`src/rtl/bsplit_pkg.sv`:
```
package bsplit_pkg;

    // Burst type encodings used on the address channel
    localparam logic [1:0] BURST_FIXED = 2'b00;
    localparam logic [1:0] BURST_INCR  = 2'b01;
    localparam logic [1:0] BURST_WRAP  = 2'b10;

    localparam int LEN_W  = 8;
    localparam int SIZE_W = 3;

    typedef enum logic [0:0] {
        ST_IDLE  = 1'b0,
        ST_ISSUE = 1'b1
    } split_state_e;

endpackage

```
`src/rtl/bsplit_fsm.sv`:
```
module bsplit_fsm
    import bsplit_pkg::*;
(
    input  logic clk,
    input  logic rst_n,
    input  logic up_valid,
    input  logic dn_ready,
    input  logic is_last,
    output logic load,
    output logic advance,
    output logic dn_valid,
    output logic up_ready
);

    split_state_e state_q;
    split_state_e state_d;

    // state register
    always_ff @(posedge clk or negedge rst_n) begin
        if (!rst_n) begin
            state_q <= ST_IDLE;
        end else begin
            state_q <= state_d;
        end
    end

    // next state and outputs
    always_comb begin
        state_d  = state_q;
        load     = 1'b0;
        advance  = 1'b0;
        dn_valid = 1'b0;
        up_ready = 1'b0;
        unique case (state_q)
            ST_IDLE: begin
                if (up_valid) begin
                    load    = 1'b1;
                    state_d = ST_ISSUE;
                end
            end
            ST_ISSUE: begin
                dn_valid = 1'b1;
                if (dn_ready) begin
                    if (is_last) begin
                        up_ready = 1'b1;
                        state_d  = ST_IDLE;
                    end else begin
                        advance = 1'b1;
                    end
                end
            end
            default: state_d = ST_IDLE;
        endcase
    end

endmodule

```
`src/rtl/bsplit_cursor.sv`:
```
module bsplit_cursor
    import bsplit_pkg::*;
#(
    parameter int ADDR_W    = 32,
    parameter int ATTR_W    = 8,
    parameter int SUB_BEATS = 16
) (
    input  logic              clk,
    input  logic              rst_n,
    input  logic              load,
    input  logic              advance,
    input  logic [ADDR_W-1:0] in_addr,
    input  logic [LEN_W-1:0]  in_len,
    input  logic [SIZE_W-1:0] in_size,
    input  logic [1:0]        in_burst,
    input  logic [ATTR_W-1:0] in_attr,
    output logic [ADDR_W-1:0] out_addr,
    output logic [LEN_W-1:0]  out_len,
    output logic [SIZE_W-1:0] out_size,
    output logic [1:0]        out_burst,
    output logic [ATTR_W-1:0] out_attr,
    output logic [LEN_W-1:0]  orig_len,
    output logic              is_last
);

    localparam logic [LEN_W-1:0]  CHUNK_LEN  = LEN_W'(SUB_BEATS - 1);
    localparam logic [LEN_W-1:0]  CHUNK_STEP = LEN_W'(SUB_BEATS);
    localparam logic [ADDR_W-1:0] BEAT_UNIT  = ADDR_W'(SUB_BEATS);

    logic [ADDR_W-1:0] addr_q;
    logic [LEN_W-1:0]  rem_q;
    logic [LEN_W-1:0]  len_q;
    logic [SIZE_W-1:0] size_q;
    logic [1:0]        burst_q;
    logic [ATTR_W-1:0] attr_q;
    logic [ADDR_W-1:0] stride;
    logic              incr;

    always_ff @(posedge clk or negedge rst_n) begin
        if (!rst_n) begin
            addr_q  <= '0;
            rem_q   <= '0;
            len_q   <= '0;
            size_q  <= '0;
            burst_q <= '0;
            attr_q  <= '0;
        end else if (load) begin
            addr_q  <= in_addr;
            rem_q   <= in_len;
            len_q   <= in_len;
            size_q  <= in_size;
            burst_q <= in_burst;
            attr_q  <= in_attr;
        end else if (advance) begin
            addr_q <= addr_q + stride;
            rem_q  <= rem_q - CHUNK_STEP;
        end
    end

    always_comb begin
        stride   = BEAT_UNIT << size_q;
        incr     = (burst_q == BURST_INCR);
        is_last  = !incr || (rem_q <= CHUNK_LEN);
        out_len  = is_last ? rem_q : CHUNK_LEN;
    end

    assign out_addr  = addr_q;
    assign out_size  = size_q;
    assign out_burst = burst_q;
    assign out_attr  = attr_q;
    assign orig_len  = len_q;

endmodule

```
`src/rtl/bsplit_count.sv`:
```
module bsplit_count
    import bsplit_pkg::*;
#(
    parameter int SUB_BEATS = 16,
    parameter int CNT_W     = 5
) (
    input  logic [LEN_W-1:0] len,
    input  logic [1:0]       burst,
    output logic [CNT_W-1:0] count
);

    localparam int SHIFT = $clog2(SUB_BEATS);

    logic [CNT_W-1:0] chunks;

    assign chunks = CNT_W'(len >> SHIFT) + CNT_W'(1);
    assign count  = (burst == BURST_INCR) ? chunks : CNT_W'(1);

endmodule

```
`src/rtl/burst_splitter.sv`:
```
module burst_splitter
    import bsplit_pkg::*;
#(
    parameter int ADDR_W    = 32,
    parameter int ID_W      = 4,
    parameter int USER_W    = 2,
    parameter int SUB_BEATS = 16,
    parameter int CNT_W     = LEN_W - $clog2(SUB_BEATS) + 1
) (
    input  logic              clk,
    input  logic              rst_n,
    input  logic              up_valid,
    output logic              up_ready,
    input  logic [ID_W-1:0]   up_id,
    input  logic [ADDR_W-1:0] up_addr,
    input  logic [7:0]        up_len,
    input  logic [2:0]        up_size,
    input  logic [1:0]        up_burst,
    input  logic              up_lock,
    input  logic [3:0]        up_cache,
    input  logic [2:0]        up_prot,
    input  logic [3:0]        up_qos,
    input  logic [3:0]        up_region,
    input  logic [USER_W-1:0] up_user,
    output logic              dn_valid,
    input  logic              dn_ready,
    output logic [ID_W-1:0]   dn_id,
    output logic [ADDR_W-1:0] dn_addr,
    output logic [7:0]        dn_len,
    output logic [2:0]        dn_size,
    output logic [1:0]        dn_burst,
    output logic              dn_lock,
    output logic [3:0]        dn_cache,
    output logic [2:0]        dn_prot,
    output logic [3:0]        dn_qos,
    output logic [3:0]        dn_region,
    output logic [USER_W-1:0] dn_user,
    output logic              cnt_valid,
    output logic [CNT_W-1:0]  cnt_value
);

    // passthrough attributes: id, user, lock, cache, prot, qos, region
    localparam int ATTR_W = ID_W + USER_W + 1 + 4 + 3 + 4 + 4;

    logic              load;
    logic              advance;
    logic              is_last;
    logic [ATTR_W-1:0] in_attr;
    logic [ATTR_W-1:0] out_attr;
    logic [LEN_W-1:0]  orig_len;

    assign in_attr = {up_id, up_user, up_lock, up_cache, up_prot, up_qos, up_region};
    assign {dn_id, dn_user, dn_lock, dn_cache, dn_prot, dn_qos, dn_region} = out_attr;

    bsplit_fsm u_fsm (
        .clk      (clk),
        .rst_n    (rst_n),
        .up_valid (up_valid),
        .dn_ready (dn_ready),
        .is_last  (is_last),
        .load     (load),
        .advance  (advance),
        .dn_valid (dn_valid),
        .up_ready (up_ready)
    );

    bsplit_cursor #(
        .ADDR_W    (ADDR_W),
        .ATTR_W    (ATTR_W),
        .SUB_BEATS (SUB_BEATS)
    ) u_cursor (
        .clk       (clk),
        .rst_n     (rst_n),
        .load      (load),
        .advance   (advance),
        .in_addr   (up_addr),
        .in_len    (up_len),
        .in_size   (up_size),
        .in_burst  (up_burst),
        .in_attr   (in_attr),
        .out_addr  (dn_addr),
        .out_len   (dn_len),
        .out_size  (dn_size),
        .out_burst (dn_burst),
        .out_attr  (out_attr),
        .orig_len  (orig_len),
        .is_last   (is_last)
    );

    bsplit_count #(
        .SUB_BEATS (SUB_BEATS),
        .CNT_W     (CNT_W)
    ) u_count (
        .len   (orig_len),
        .burst (dn_burst),
        .count (cnt_value)
    );

    // count is reported alongside completion of the upstream handshake
    assign cnt_valid = up_ready;

endmodule

```
`config.mk`:
```
export PLATFORM = sky130hd
export DESIGN_NAME = burst_splitter
export DESIGN_NICKNAME = d
export VERILOG_FILES = /design/src/rtl/bsplit_pkg.sv /design/src/rtl/bsplit_fsm.sv /design/src/rtl/bsplit_cursor.sv /design/src/rtl/bsplit_count.sv /design/src/rtl/burst_splitter.sv
export SDC_FILE = /design/constraint.sdc
export NUM_CORES = 1
export LEC_CHECK = 0
export BUFFER_PORTS_ARGS = -buffer_cell sky130_fd_sc_hd__buf_2
export CAP_MARGIN = 10
export CORE_UTILIZATION = 56
export CTS_BUF_LIST = sky130_fd_sc_hd__clkbuf_8
export DETAILED_ROUTE_END_ITERATION = 16
export PLACE_DENSITY = 0.86
export SYNTH_ARGS = -nofsm -noshare
export SYNTH_HDL_FRONTEND = slang
export SYNTH_HIERARCHICAL = 1
export SYNTH_SLANG_ARGS = --single-unit
export TNS_END_PERCENT = 100
```
`constraint.sdc`:
```
create_clock -name clk -period 7.8 [get_ports clk]
set_input_delay 0 -clock clk [delete_from_list [all_inputs] [get_ports clk]]
set_output_delay 0 -clock clk [all_outputs]
set_load 0.005 [all_outputs]
```
Word-level counts from Yosys, hierarchy flattened

Cells that the tools add are included.

Flip-flop bits (word level): 76
Input bits: 71
Word-level logic and storage cells: 34

Add/subtract/negate cells: 3
Magnitude comparators: 1
Equality and inequality tests: 1
Shift operators: 1
Mux-type cells: 17
Bitwise gates (word level): 1
Reductions and logical operators: 3

Operators with widths:

| cell                                                                  | number |
|---|---|
| 32-bit 2-to-1 mux                                                     | 2 |
| 32-bit adder                                                          | 1 |
| 5-bit by 3-bit left shift with 32-bit output, first input constant    | 1 |
| 8-bit 2-to-1 mux                                                      | 3 |
| 1-bit 2-to-1 mux                                                      | 10 |
| 8-bit by 4-bit <= comparator with 1-bit output, second input constant | 1 |
| 8-bit by 5-bit subtractor with 8-bit output, second input constant    | 1 |
| 4-bit by 1-bit adder with 5-bit output, second input constant         | 1 |
| 5-bit 2-to-1 mux                                                      | 1 |
| 2-bit by 1-bit equality test with 1-bit output, second input constant | 1 |
| 1-bit one-hot mux with 2 select lines                                 | 1 |
| 2-bit nonzero test                                                    | 1 |
| 1-bit logical NOT                                                     | 1 |
| 1-bit logical OR                                                      | 1 |
| 1-bit NOT                                                             | 1 |

Depth between registers and ports, before layout

Gate-level depths: netlist of the first run.

Word-level depth: 8
Mapped depth: 11

Hierarchy

Netlist of the first run, hierarchy kept.

By module, submodules not included:

| module         | instances | cells an instance | area an instance (sq um) |
|---|---|---|---|
| bsplit_cursor  | 1         | 370               | 3857.4 |
| bsplit_count   | 1         | 13                | 87.6 |
| bsplit_fsm     | 1         | 7                 | 62.6 |
| burst_splitter | 1         | 1                 | 7.5 |

Worst setup path before layout of the first run

No wires, ideal clock.

Path kind: register -> register
From: register u_cursor.size_q[0] (netlist: u_cursor/out_size[0])
To: register u_cursor.addr_q[24] (netlist: u_cursor/out_addr[24])
Library setup time: 0.083 ns
Arrival time: 2.405 ns
Setup slack: 5.312 ns
Stages on the path, launching flop included: 11
Cell sequence: dfrtp_1 -> clkbuf_1 -> nor3_1 -> ha_1 -> inv_1 -> fa_1 -> nand2b_1 -> a211oi_2 -> o2111ai_1 -> xor2_1 -> o21ai_0

Word-level cells in the longest chain between the ends: 4

Ends and longest elaborated chain:

| what                                         | line                | text |
|---|---|---|
| from (decl)                                  | bsplit_cursor.sv:33 | `logic [SIZE_W-1:0] size_q;` |
| from (signal assigned)                       | bsplit_cursor.sv:51 | `size_q <= in_size;` |
| 5-bit by 3-bit left shift with 32-bit output | bsplit_cursor.sv:61 | `stride = BEAT_UNIT << size_q;` |
| 32-bit adder                                 | bsplit_cursor.sv:55 | `addr_q <= addr_q + stride;` |
| 32-bit 2-to-1 mux                            | bsplit_cursor.sv:54 | `end else if (advance) begin` |
| 32-bit 2-to-1 mux                            | bsplit_cursor.sv:47 | `end else if (load) begin` |
| to (signal assigned)                         | bsplit_cursor.sv:48 | `addr_q <= in_addr;` |
| to (signal assigned)                         | bsplit_cursor.sv:55 |  |
| to (decl)                                    | bsplit_cursor.sv:30 | `logic [ADDR_W-1:0] addr_q;` |

No other way between the ends. The select of a mux whose other input is x is not followed.
A chain may end at the register's enable or synchronous reset.

Worst setup path after layout of the first run

From: register u_cursor.rem_q[4]
To: register u_cursor.addr_q[16] (netlist: u_cursor/out_addr[16])

Word-level cells in the longest chain between the ends: 6

Ends and longest elaborated chain:

| what                                           | line                 | text |
|---|---|---|
| from (decl)                                    | bsplit_cursor.sv:31  | `logic [LEN_W-1:0] rem_q;` |
| from (signal assigned)                         | bsplit_cursor.sv:49  | `rem_q <= in_len;` |
| from (signal assigned)                         | bsplit_cursor.sv:56  | `rem_q <= rem_q - CHUNK_STEP;` |
| 8-bit by 4-bit <= comparator with 1-bit output | bsplit_cursor.sv:63  | `is_last = !incr \|\| (rem_q <= CHUNK_LEN);` |
| 1-bit logical OR                               | bsplit_cursor.sv:63  |  |
| named net is_last                              | burst_splitter.sv:47 | `logic is_last;` |
| 1-bit 2-to-1 mux                               | bsplit_fsm.sv:44     | `if (is_last) begin` |
| 1-bit 2-to-1 mux                               | bsplit_fsm.sv:43     | `if (dn_ready) begin` |
| 1-bit 2-to-1 mux                               | bsplit_fsm.sv:34     | `unique case (state_q)` |
| named net advance                              | burst_splitter.sv:46 | `logic advance;` |
| 2-bit nonzero test (no line)                   | -                    |  |

The timed path passes the listed nets, and every way through them passes these cells.

==> flow_summary_export.csv, run 1 <==
group,metric,value,unit
run_status,status,"finished, final reports clean",
hold_path,holdCritPathClass,"in -> reg",
clock_network,cts_resized,0,
timing,min_period_over_period,43.8,%
clock_network,clk_path_buf_depth,2,
worst_setup_path,timing.critical_path.buf_inv,2,
detailed_routing,via_count,3776,
worst_setup_path,end_kind,"flop",
die,initial_core_util,59.4,%
finish,antenna_cells,0,
grt,overflow,0,
clock_network,cts_num_sinks,72,
worst_setup_path,path_cells,"inv_1 > ha_1 > a21oi_1 > inv_1 > nor2_2 > o2111ai_1 > a211oi_2 > o21ai_0 > xor2_1 > o21ai_0",
logic_synthesis,syn_area_per_cell,10.2,µm²
clock_network,path_clk_slew,80,ps
power,irDropWorstVdd,0.225,mV
logic_synthesis,synth_fp_nets,461,
worst_setup_path,arrival,3670,ps
timing,hold_violations,0,
grt,grt_pass1_vias,3932,
grt,grt_start_max_net_pins,98,
die,die_h,85.2,µm
clock_network,cts_buffers,9,
die,die_area,0.00727,mm²
detailed_routing,wl_per_cell,16.8,µm
logic_synthesis,yosys_warnings,6,
placement,place_congestion,0.833,
detailed_routing,via_per_inst,5.64,
die,boundaryPins,146,
clock_network,clock_latency,350,ps
die,core-area,0.00653,mm²
timing,clock_skew,10.2,ps
timing,worstMarginPinSlew,968,ps
clock_network,postCtsSetupRepairBufs,0,
power,power_density,355,mW/mm²
worst_setup_path,worst_path_max_delay_cell,"nor2_2",
worst_setup_path,critical_path.max_stage_delay,780,ps
worst_setup_path,cp_top_family,"compound AO/OA/AOI/OAI gates",
worst_setup_path,start_kind,"flop",
die,die_x,85.2,µm
detailed_routing,first_pass_iters,5,
grt,gr-usage-met3,8.95,%
timing,rsz0062_at_grt,"no",
clock_network,cts-root-buf,"clkbuf_8",
grt,gr-max-usage-layer,"met2",
timing,final.min_clock_period,3420,ps
grt,use_met2,56.5,%
power,p_leak,2.56,nW
finish,multi_input_area,0.00193,mm²
worst_setup_path,cp.required,8050,ps
finish,n_fill_cell,351,
logic_synthesis,syn_inst,379,
placement,portBuffers,145,
placement,hpwl,6670,µm
die,num_rows,29,
finish,fin_nets,670,
run,drv_cap,0,
detailed_routing,drt_iter0_drc,208,
finish,regArea,0.00180,mm²
timing,setup_tns,0,ps
timing,max_freq,293,MHz
clock_network,cts_tree,"done",
worst_setup_path,criticalPathCategory,"reg -> reg",
finish,syn2layout_area_growth,43.1,%
grt,grtUsageTotal,33.0,%
grt,grt_pass1_wl,18400,µm
timing,finalSetupViolCount,0,
finish,layout-drive-gt1-share,35.6,%
detailed_routing,routed_wl,11300,µm
detailed_routing,drc,0,
timing,slew_violations,0,
grt,antenna_found_initial,0,
timing,slew_headroom,35.4,%
timing,timing.hold.ws,285,ps
grt,use_met1,39.5,%
detailed_routing,ant_nets,0,
logic_synthesis,synth_area,0.00388,mm²
clock_network,cts_htree_levels,3,
worst_setup_path,cp_max_fo,21,
==> flip-flops by register name, indices dropped and copies added (netlist names) <==
name / flops
u_cursor/rem_q: 8
u_cursor/orig_len: 4
u_cursor/out_burst: 2
u_cursor/out_attr: 22
u_cursor/out_size: 3
u_cursor/out_addr: 32
u_fsm/state_q: 1
==> routing by layer <==
| metal | part of all wire (%) | routed length, µm | vias up |
|---|---|---|---|
| li1 | - | - | 1766 |
| met2 | 50 | 5590 | 159 |
| met5 | 0 | 0 | - |
| met1 | 40 | 4530 | 1828 |
| met3 | 7.7 | 868 | 23 |
| met4 | 2.3 | 259 | 0 |
==> cells in the final DEF, fill, tap and decap left out, types with 3 or more instances in the layout <==
cell	count
a31oi_1	4
o21a_1	4
and4_1	3
inv_1	17
or3_1	3
buf_2	145
nand3_1	9
ha_1	10
a21oi_1	8
nor3_1	3
dfrtp_1	72
and2_1	3
nand3b_1	3
nand2_1	38
nor2_1	22
nand4_1	3
o2111ai_1	6
clkbuf_8	9
nor2b_1	3
o21ai_0	38
o211ai_1	6
mux2i_1	6
dlygate4sd3_1	70
and3_1	3
mux2_2	36
xor2_1	16
xnor2_1	6
==> report_power, final <==
part | switching [mW] | internal, mW
Clock | 0.149 | 0.181
Combinational | 0.449 | 0.447
Sequential | 0.188 | 0.559
==> worst register-to-register path: stages, from the launching register on <==
cell	delay, ps
dfrtp_1	390
inv_1	70
ha_1	210
a21oi_1	230
inv_1	170
nor2_2	780
o2111ai_1	280
a211oi_2	610
o21ai_0	220
xor2_1	180
o21ai_0	170
==> worst paths after layout <==
check | startpoint | end | slack, ps | depth (start not counted)
max in group asynchronous | rst_n | u_cursor/out_attr[20] | 6840 | 3
max reg2reg | u_cursor/rem_q[4] | u_cursor/out_addr[16] | 4380 | 10
max | u_cursor/rem_q[4] | u_cursor/out_addr[16] | 4380 | 10
min reg2reg | u_cursor/out_attr[7] | u_cursor/out_attr[7] | 510 | 1
min | dn_ready | u_cursor/out_addr[10] | 280 | 5
min in group asynchronous | rst_n | u_cursor/out_addr[19] | 400 | 3
==> cell type report <==
cell class | count | share of cell area (%)
clock buffer | 9 | 2.23
clock inverter | 7 | 1.71
inverter | 17 | 1.15
multi-input combinational | 271 | 34.8
sequential | 72 | 32.4
tap | 77 | 1.73
timing repair buffer | 217 | 26.0
==> stage by stage <==
| step | area (µm²) | cells | power [mW] | util [%] | worst slack [ps] |
|---|---|---|---|---|---|
| 3_3_place_gp | 4630 | 584 | 1.53 | 71.0 | 4690 |
| 5_1_grt | 5550 | 670 | 2.11 | 85.0 | 4110 |
| 6_report | 5550 | 670 | 1.97 | 85.0 | 4380 |
| 4_1_cts | 5550 | 670 | 1.94 | 85.0 | 4430 |
| 2_1_floorplan | 3880 | 379 | 1.24 | - | 5310 |
| 3_5_place_dp | 4630 | 584 | 1.57 | 71.0 | 4440 |
==> what timing repair did <==
| action | CTS | global route |
|---|---|---|
| hold endpoints to repair | 144 | 0 |
| endpoints found under the setup margin | 0 | 0 |
| hold buffers | 70 | 0 |
(Power assumes the default switching activity.)
==> run 2, diff against run 1 <==
- CORE_UTILIZATION: 56 -> 52
- PLACE_DENSITY: 0.86 -> 0.8
- clock period: 7.8 -> 3.3 ns (I/O delays scaled with it)
==> run 2 against run 1 <==
The run now ends with DRC left. Global-route usage is 4.0 points lower. Via count fell by 2.4%. Routed wire length decreased by 4.1%. Register-to-register slack got worse by 4000 ps. Combinational power grew 130%. Total power rose by 130%.
==> flow_summary_export.csv, run 2 (synthesis gave the netlist of run 1 again) <==
group,metric,value,unit
grt,grtUsageTotal,29.0,%
worst_setup_path,path_cells,"nor3_1 > ha_1 > inv_1 > fa_1 > nand2b_1 > a211oi_2 > o2111ai_1 > xor2_1 > o21ai_0",
detailed_routing,ant_nets,0,
clock_network,clock_latency,340,ps
die,die_area,0.00781,mm²
placement,hpwl,6760,µm
detailed_routing,via_per_inst,5.32,
grt,gr-usage-met3,7.37,%
power,p_comb_share,45.7,%
timing,min_period_over_period,87.7,%
detailed_routing,routed_wl,10800,µm
worst_setup_path,cp.required,3560,ps
grt,use_met1,35.2,%
grt,grt_pass1_wl,17200,µm
clock_network,cts_buffers,9,
worst_setup_path,critical_path.max_stage_delay,610,ps
detailed_routing,wl_per_cell,15.6,µm
die,die_h,88.4,µm
placement,dp_slack,458,ps
clock_network,cts_resized,0,
timing,hold_violations,0,
finish,utilization,77.6,%
worst_setup_path,end_kind,"flop",
finish,final_cells,693,
clock_network,path_clk_slew,80,ps
detailed_routing,drt_iter0_drc,111,
worst_setup_path,cp_top_family,"compound AO/OA/AOI/OAI gates",
worst_setup_path,cp.depth,9,
power,p_seq_share,38.2,%
timing,rsz0062_at_grt,"no",
placement,portBuffers,145,
clock_network,cts_num_sinks,72,
placement,dp_cells,608,
clock_network,cts_tree,"done",
grt,antenna_found_initial,0,
worst_setup_path,worst_path_max_delay_cell,"a211oi_2",
run,drv_cap,0,
clock_network,clk_path_buf_depth,2,
power,irDropWorstVdd,0.507,mV
timing,setup_tns,0,ps
die,num_rows,31,
detailed_routing,via_count,3687,
die,initial_core_util,53.8,%
clock_network,cts-root-buf,"clkbuf_8",
detailed_routing,first_pass_iters,10,
power,power_density,817,mW/mm²
detailed_routing,drc,2,
grt,use_met2,49.3,%
power,p_leak,2.56,nW
timing,final.min_clock_period,2890,ps
worst_setup_path,criticalPathCategory,"reg -> reg",
timing,clock_skew,10.9,ps
worst_setup_path,timing.critical_path.buf_inv,1,
worst_setup_path,start_kind,"flop",
grt,grt_pass1_vias,3620,
finish,fin_nets,671,
clock_network,cts_htree_levels,3,
power,p_int,2.79,mW
run_status,violations,"DRC",
die,die_x,88.4,µm
worst_setup_path,cp_max_fo,10,
finish,antenna_cells,0,
timing,finalSetupViolCount,0,
worst_setup_path,r2r_cells,9,
finish,syn2layout_area_growth,44.3,%
grt,grt_start_max_net_pins,62,
grt,gr-max-usage-layer,"met2",
die,boundaryPins,146,
hold_path,hold_path_depth,3,
grt,overflow,0,
finish,layout-drive-gt1-share,35.9,%
power,switching_power,1.78,mW
placement,place_congestion,0.861,
power,finalPower,4.57,mW
finish,layout_commonest_cell,"buf_2",
finish,largest_reg_flops,32,
run_status,status,"complete, but fails checks",
timing,worstMarginPinSlew,994,ps
worst_setup_path,arrival,3150,ps
timing,max_freq,346,MHz
finish,final_cell_mix,"buf_2, dfrtp_1, dlygate4sd3_1, nand2_1, o21ai_0",
timing,slew_violations,0,
power,p_clk_share,16.1,%
die,core-area,0.00721,mm²
timing,finalWorstSetupSlack,407,ps
power,p_sw_share,39.0,%
hold_path,holdCritPathClass,"in -> reg",
timing,slew_headroom,33.7,%
-- run 2: power groups by stage --
stage | logic, mW | clock network [mW] | registers, mW
global route | 2.33 | 0.792 | 1.81
global placement | 1.93 | 0 | 1.71
finish | 2.09 | 0.737 | 1.75
CTS | 2.06 | 0.754 | 1.73
detailed placement | 1.99 | 0 | 1.74
floorplan | 1.23 | 0 | 1.69
-- run 2: layout make-up --
cell class | count | area (µm²)
Clock buffer | 12 | 165
Clock inverter | 4 | 51.3
Fill cell | 487 | 1620
Inverter | 17 | 63.8
Multi-Input combinational cell | 271 | 1930
Sequential cell | 72 | 1800
Tap cell | 99 | 124
Timing Repair Buffer | 218 | 1460
-- run 2: worst paths after layout --
path,slack [ps],end,start
max,410,u_cursor/out_addr[30],u_cursor/out_size[1]
min,20,u_fsm/state_q,dn_ready
max reg2reg,410,u_cursor/out_addr[30],u_cursor/out_size[1]
min reg2reg,510,u_cursor/out_attr[4],u_cursor/out_attr[4]
max in group asynchronous,1970,u_cursor/rem_q[5],rst_n
min in group asynchronous,350,u_cursor/out_attr[5],rst_n
-- run 2: layer usage --
layer,vias to the layer above,share of wire [%]
met5,-,0
met4,0,2.1
met3,21,7.1
met2,145,49
met1,1756,42
li1,1765,-
-- run 2: what timing repair did --
item / CTS / global route
setup buffers: 0 / 0
hold buffers: 69 / 0
hold endpoints to repair: 115 / 0
setup endpoints to repair: 0 / 0
-- run 2: through the flow --
stage          hold slack [ps]  area (µm²)
2_1_floorplan             -296        3880
3_3_place_gp               207        4690
4_1_cts                   8.37        5600
6_report                  21.4        5600
3_5_place_dp               212        4690
5_1_grt                   10.7        5600
-- run 2: worst register-to-register path: stages (launching register included) --
cell	delay, ps
dfrtp_1	470
nor3_1	250
ha_1	230
inv_1	70
fa_1	430
nand2b_1	200
a211oi_2	610
o2111ai_1	220
xor2_1	180
o21ai_0	160
==> run 3, diff against run 2 <==
- CORE_UTILIZATION: 52 -> 51
- SKIP_LAST_GASP: unset -> 1
- SYNTH_HIERARCHICAL: 1 -> unset
==> run 3 against run 2 <==
The run now ends clean. Sequential share of layout area grew 0.93 points. Total power is 2.3% lower. Cell count grew 9.5%. Largest power group unchanged. Setup slack worse by 29 ps. Die area fell by 1.4%. Critical path depth is 1 higher. Largest cell class unchanged.
==> flow_summary_export.csv, run 3 <==
group,metric,value,unit
worst_setup_path,worst_path_max_delay_cell,"dfrtp_1",
finish,largest_reg_flops,32,
run,drv_cap,0,
detailed_routing,first_pass_iters,5,
grt,overflow,0,
worst_setup_path,arrival,3110,ps
timing,setup_tns,0,ps
logic_synthesis,synth_cell_types,41,
power,finalPower,4.47,mW
die,initial_core_util,54.0,%
grt,grt_pass1_vias,3919,
timing,final.min_clock_period,2920,ps
die,die_area,0.00770,mm²
detailed_routing,wl_per_cell,14.9,µm
logic_synthesis,yosysMostFrequentCell,"nand2_1",
logic_synthesis,synthTopCellsByCount,"nand2_1, dfrtp_1, nor2_1, a21oi_1, xnor2_1",
worst_setup_path,path_cells,"nor3_1 > ha_1 > inv_1 > fa_1 > nand2b_1 > a21oi_1 > o21ai_1 > nor4_1 > xnor2_1 > a21oi_1",
clock_network,cts_num_sinks,72,
clock_network,cts-root-buf,"clkbuf_8",
worst_setup_path,critPathLaunch,"u_cursor.out_size[1]",
finish,layout-drive-gt1-share,25.8,%
grt,grt_pass1_wl,17900,µm
logic_synthesis,synth_flop_cell,"dfrtp_1",
logic_synthesis,async_flop_share,100,%
hold_path,holdCritPathClass,"in -> reg",
worst_setup_path,critical_path.max_stage_delay,470,ps
timing,timing.hold.ws,88.8,ps
worst_setup_path,end_kind,"flop",
logic_synthesis,synth_top_area_share,48.0,%
detailed_routing,drt_iter0_drc,206,
logic_synthesis,syn_inst,450,
grt,grt_start_max_net_pins,73,
power,p_leak,2.73,nW
timing,min_period_over_period,88.5,%
timing,finalWorstSetupSlack,378,ps
timing,finalSetupViolCount,0,
logic_synthesis,synth_fp_nets,533,
die,die_x,87.8,µm
logic_synthesis,synth_edf_count,0,
die,core-area,0.00694,mm²
detailed_routing,via_per_inst,5.30,
worst_setup_path,regToRegStartpoint,"u_cursor.out_size[1]",
timing,worstMarginPinSlew,1000,ps
clock_network,cts_tree,"done",
placement,place_congestion,0.917,
timing,slew_violations,0,
clock_network,path_clk_slew,90,ps
timing,hold_violations,0,
worst_setup_path,criticalPathCategory,"reg -> reg",
worst_setup_path,start_kind,"flop",
finish,fin_nets,741,
worst_setup_path,cp_top_family,"simple AND/OR/NAND/NOR gates",
clock_network,clk_path_buf_depth,2,
power,irDropWorstVdd,0.491,mV
finish,antenna_cells,0,
timing,rsz0062_at_grt,"no",
detailed_routing,via_count,4021,
logic_synthesis,syn_area_per_cell,8.34,µm²
detailed_routing,ant_nets,0,
worst_setup_path,path_common_cell,"a21oi_1",
logic_synthesis,ys_seq_area_share,48.0,%
worst_setup_path,cp.required,3490,ps
timing,slew_headroom,33.1,%
clock_network,clock_latency,360,ps
finish,final_cell_mix,"nand2_1, buf_2, dfrtp_1, dlygate4sd3_1, nor2_1",
grt,grtUsageTotal,30.4,%
die,die_h,87.8,µm
placement,hpwl,7060,µm
run_status,status,"finished, final reports clean",
logic_synthesis,yosysTopAreaCell,"dfrtp_1",
grt,antenna_found_initial,0,
logic_synthesis,yosys_warnings,0,
worst_setup_path,timing.critical_path.buf_inv,1,
detailed_routing,routed_wl,11300,µm
power,power_density,822,mW/mm²
logic_synthesis,ys_seq_elements,72,
clock_network,cts_buffers,9,
logic_synthesis,synth_area,0.00375,mm²
placement,dp_slack,409,ps
worst_setup_path,cp_max_fo,10,
detailed_routing,drc,0,
finish,layout_commonest_cell,"nand2_1",
finish,syn2layout_area_growth,45.0,%
die,num_rows,30,
hold_path,hp-start,"dn_ready",
logic_synthesis,synth_top_cells_by_area,"dfrtp_1, nand2_1, xnor2_1",
clock_network,cts_htree_levels,3,
timing,clock_skew,9.23,ps
placement,portBuffers,145,
timing,max_freq,342,MHz
die,boundaryPins,146,
finish,n_fill_cell,471,
-- run 3: cell count changes in the layout (fill, tap and decap cells not counted), sizes merged, moves of 11 or more --
cell / change
a21oi: +18
mux2: -37
nand2: +114
nor2: +11
o21ai: -20
xnor2: +15
xor2: -11
-- run 3: metal layers --
| layer | up-vias | wire (µm) | global-route usage, % |
|---|---|---|---|
| li1 | 1911 | - | - |
| met1 | 1909 | 4460 | 35.0 |
| met2 | 158 | 5900 | 53.6 |
| met3 | 43 | 558 | 6.22 |
| met4 | 0 | 400 | 15.2 |
| met5 | - | 0 | 0 |
-- run 3: cell type report --
class	count	area, µm²	share of cell area [%]
Multi-Input combinational cell	346	1840	33.8
Sequential cell	72	1800	33.1
Timing Repair Buffer	219	1460	26.8
Clock buffer	10	138	2.53
Tap cell	96	120	2.21
Clock inverter	6	50.0	0.920
Inverter	10	37.5	0.690
-- run 3: logic make-up (layout without fill, tap and decap cells) --
group	Yosys count	after routing	synth area share, %
adder cells (fa/ha/maj)	12	12	4.20
AO/OA/AOI/OAI	65	65	10.1
XOR/XNOR	26	26	6.07
AND/OR/NAND/NOR	243	243	28.3
buffers and inverters	32	245	3.30
flip-flops	72	72	48.0
-- run 3: power by group --
part	switching (mW)	internal (mW)
combinational	1.12	0.969
clock	0.363	0.302
sequential	0.415	1.30
total	1.89	2.58
-- run 3: worst register-to-register path, delay by kind of cell (launching register included) --
kind	cells	cell delay, ps
AND/OR/NAND/NOR	3	830
adder cells (fa/ha/maj)	2	620
AO/OA/AOI/OAI	3	610
flip-flops	1	470
XOR/XNOR	1	160
buffers and inverters	1	70
-- run 3: what timing repair did --
action	CTS	global route
setup buffers	0	0
hold buffers	69	0
resized for setup	0	0
endpoints found under the hold margin	144	0
-- run 3: path summary, 6_finish.rpt --
check                                         to  cells after the start  slack (ps)
max                        u_cursor.out_addr[30]                     10         380
min                                u_fsm.state_q                      4          90
max reg2reg                u_cursor.out_addr[30]                     10         380
min reg2reg                u_cursor.out_attr[12]                      2         470
max in group asynchronous  u_cursor.out_attr[15]                      2        2400
min in group asynchronous  u_cursor.out_attr[13]                      2         300
-- run 3: through the flow --
step | utilization (%) | instance area (µm²) | instances
3_5_place_dp | 65.7 | 4560 | 674
4_1_cts | 78.3 | 5440 | 759
6_report | 78.3 | 5440 | 759
2_1_floorplan | - | 3750 | 450
3_3_place_gp | 65.7 | 4560 | 674
5_1_grt | 78.3 | 5440 | 759
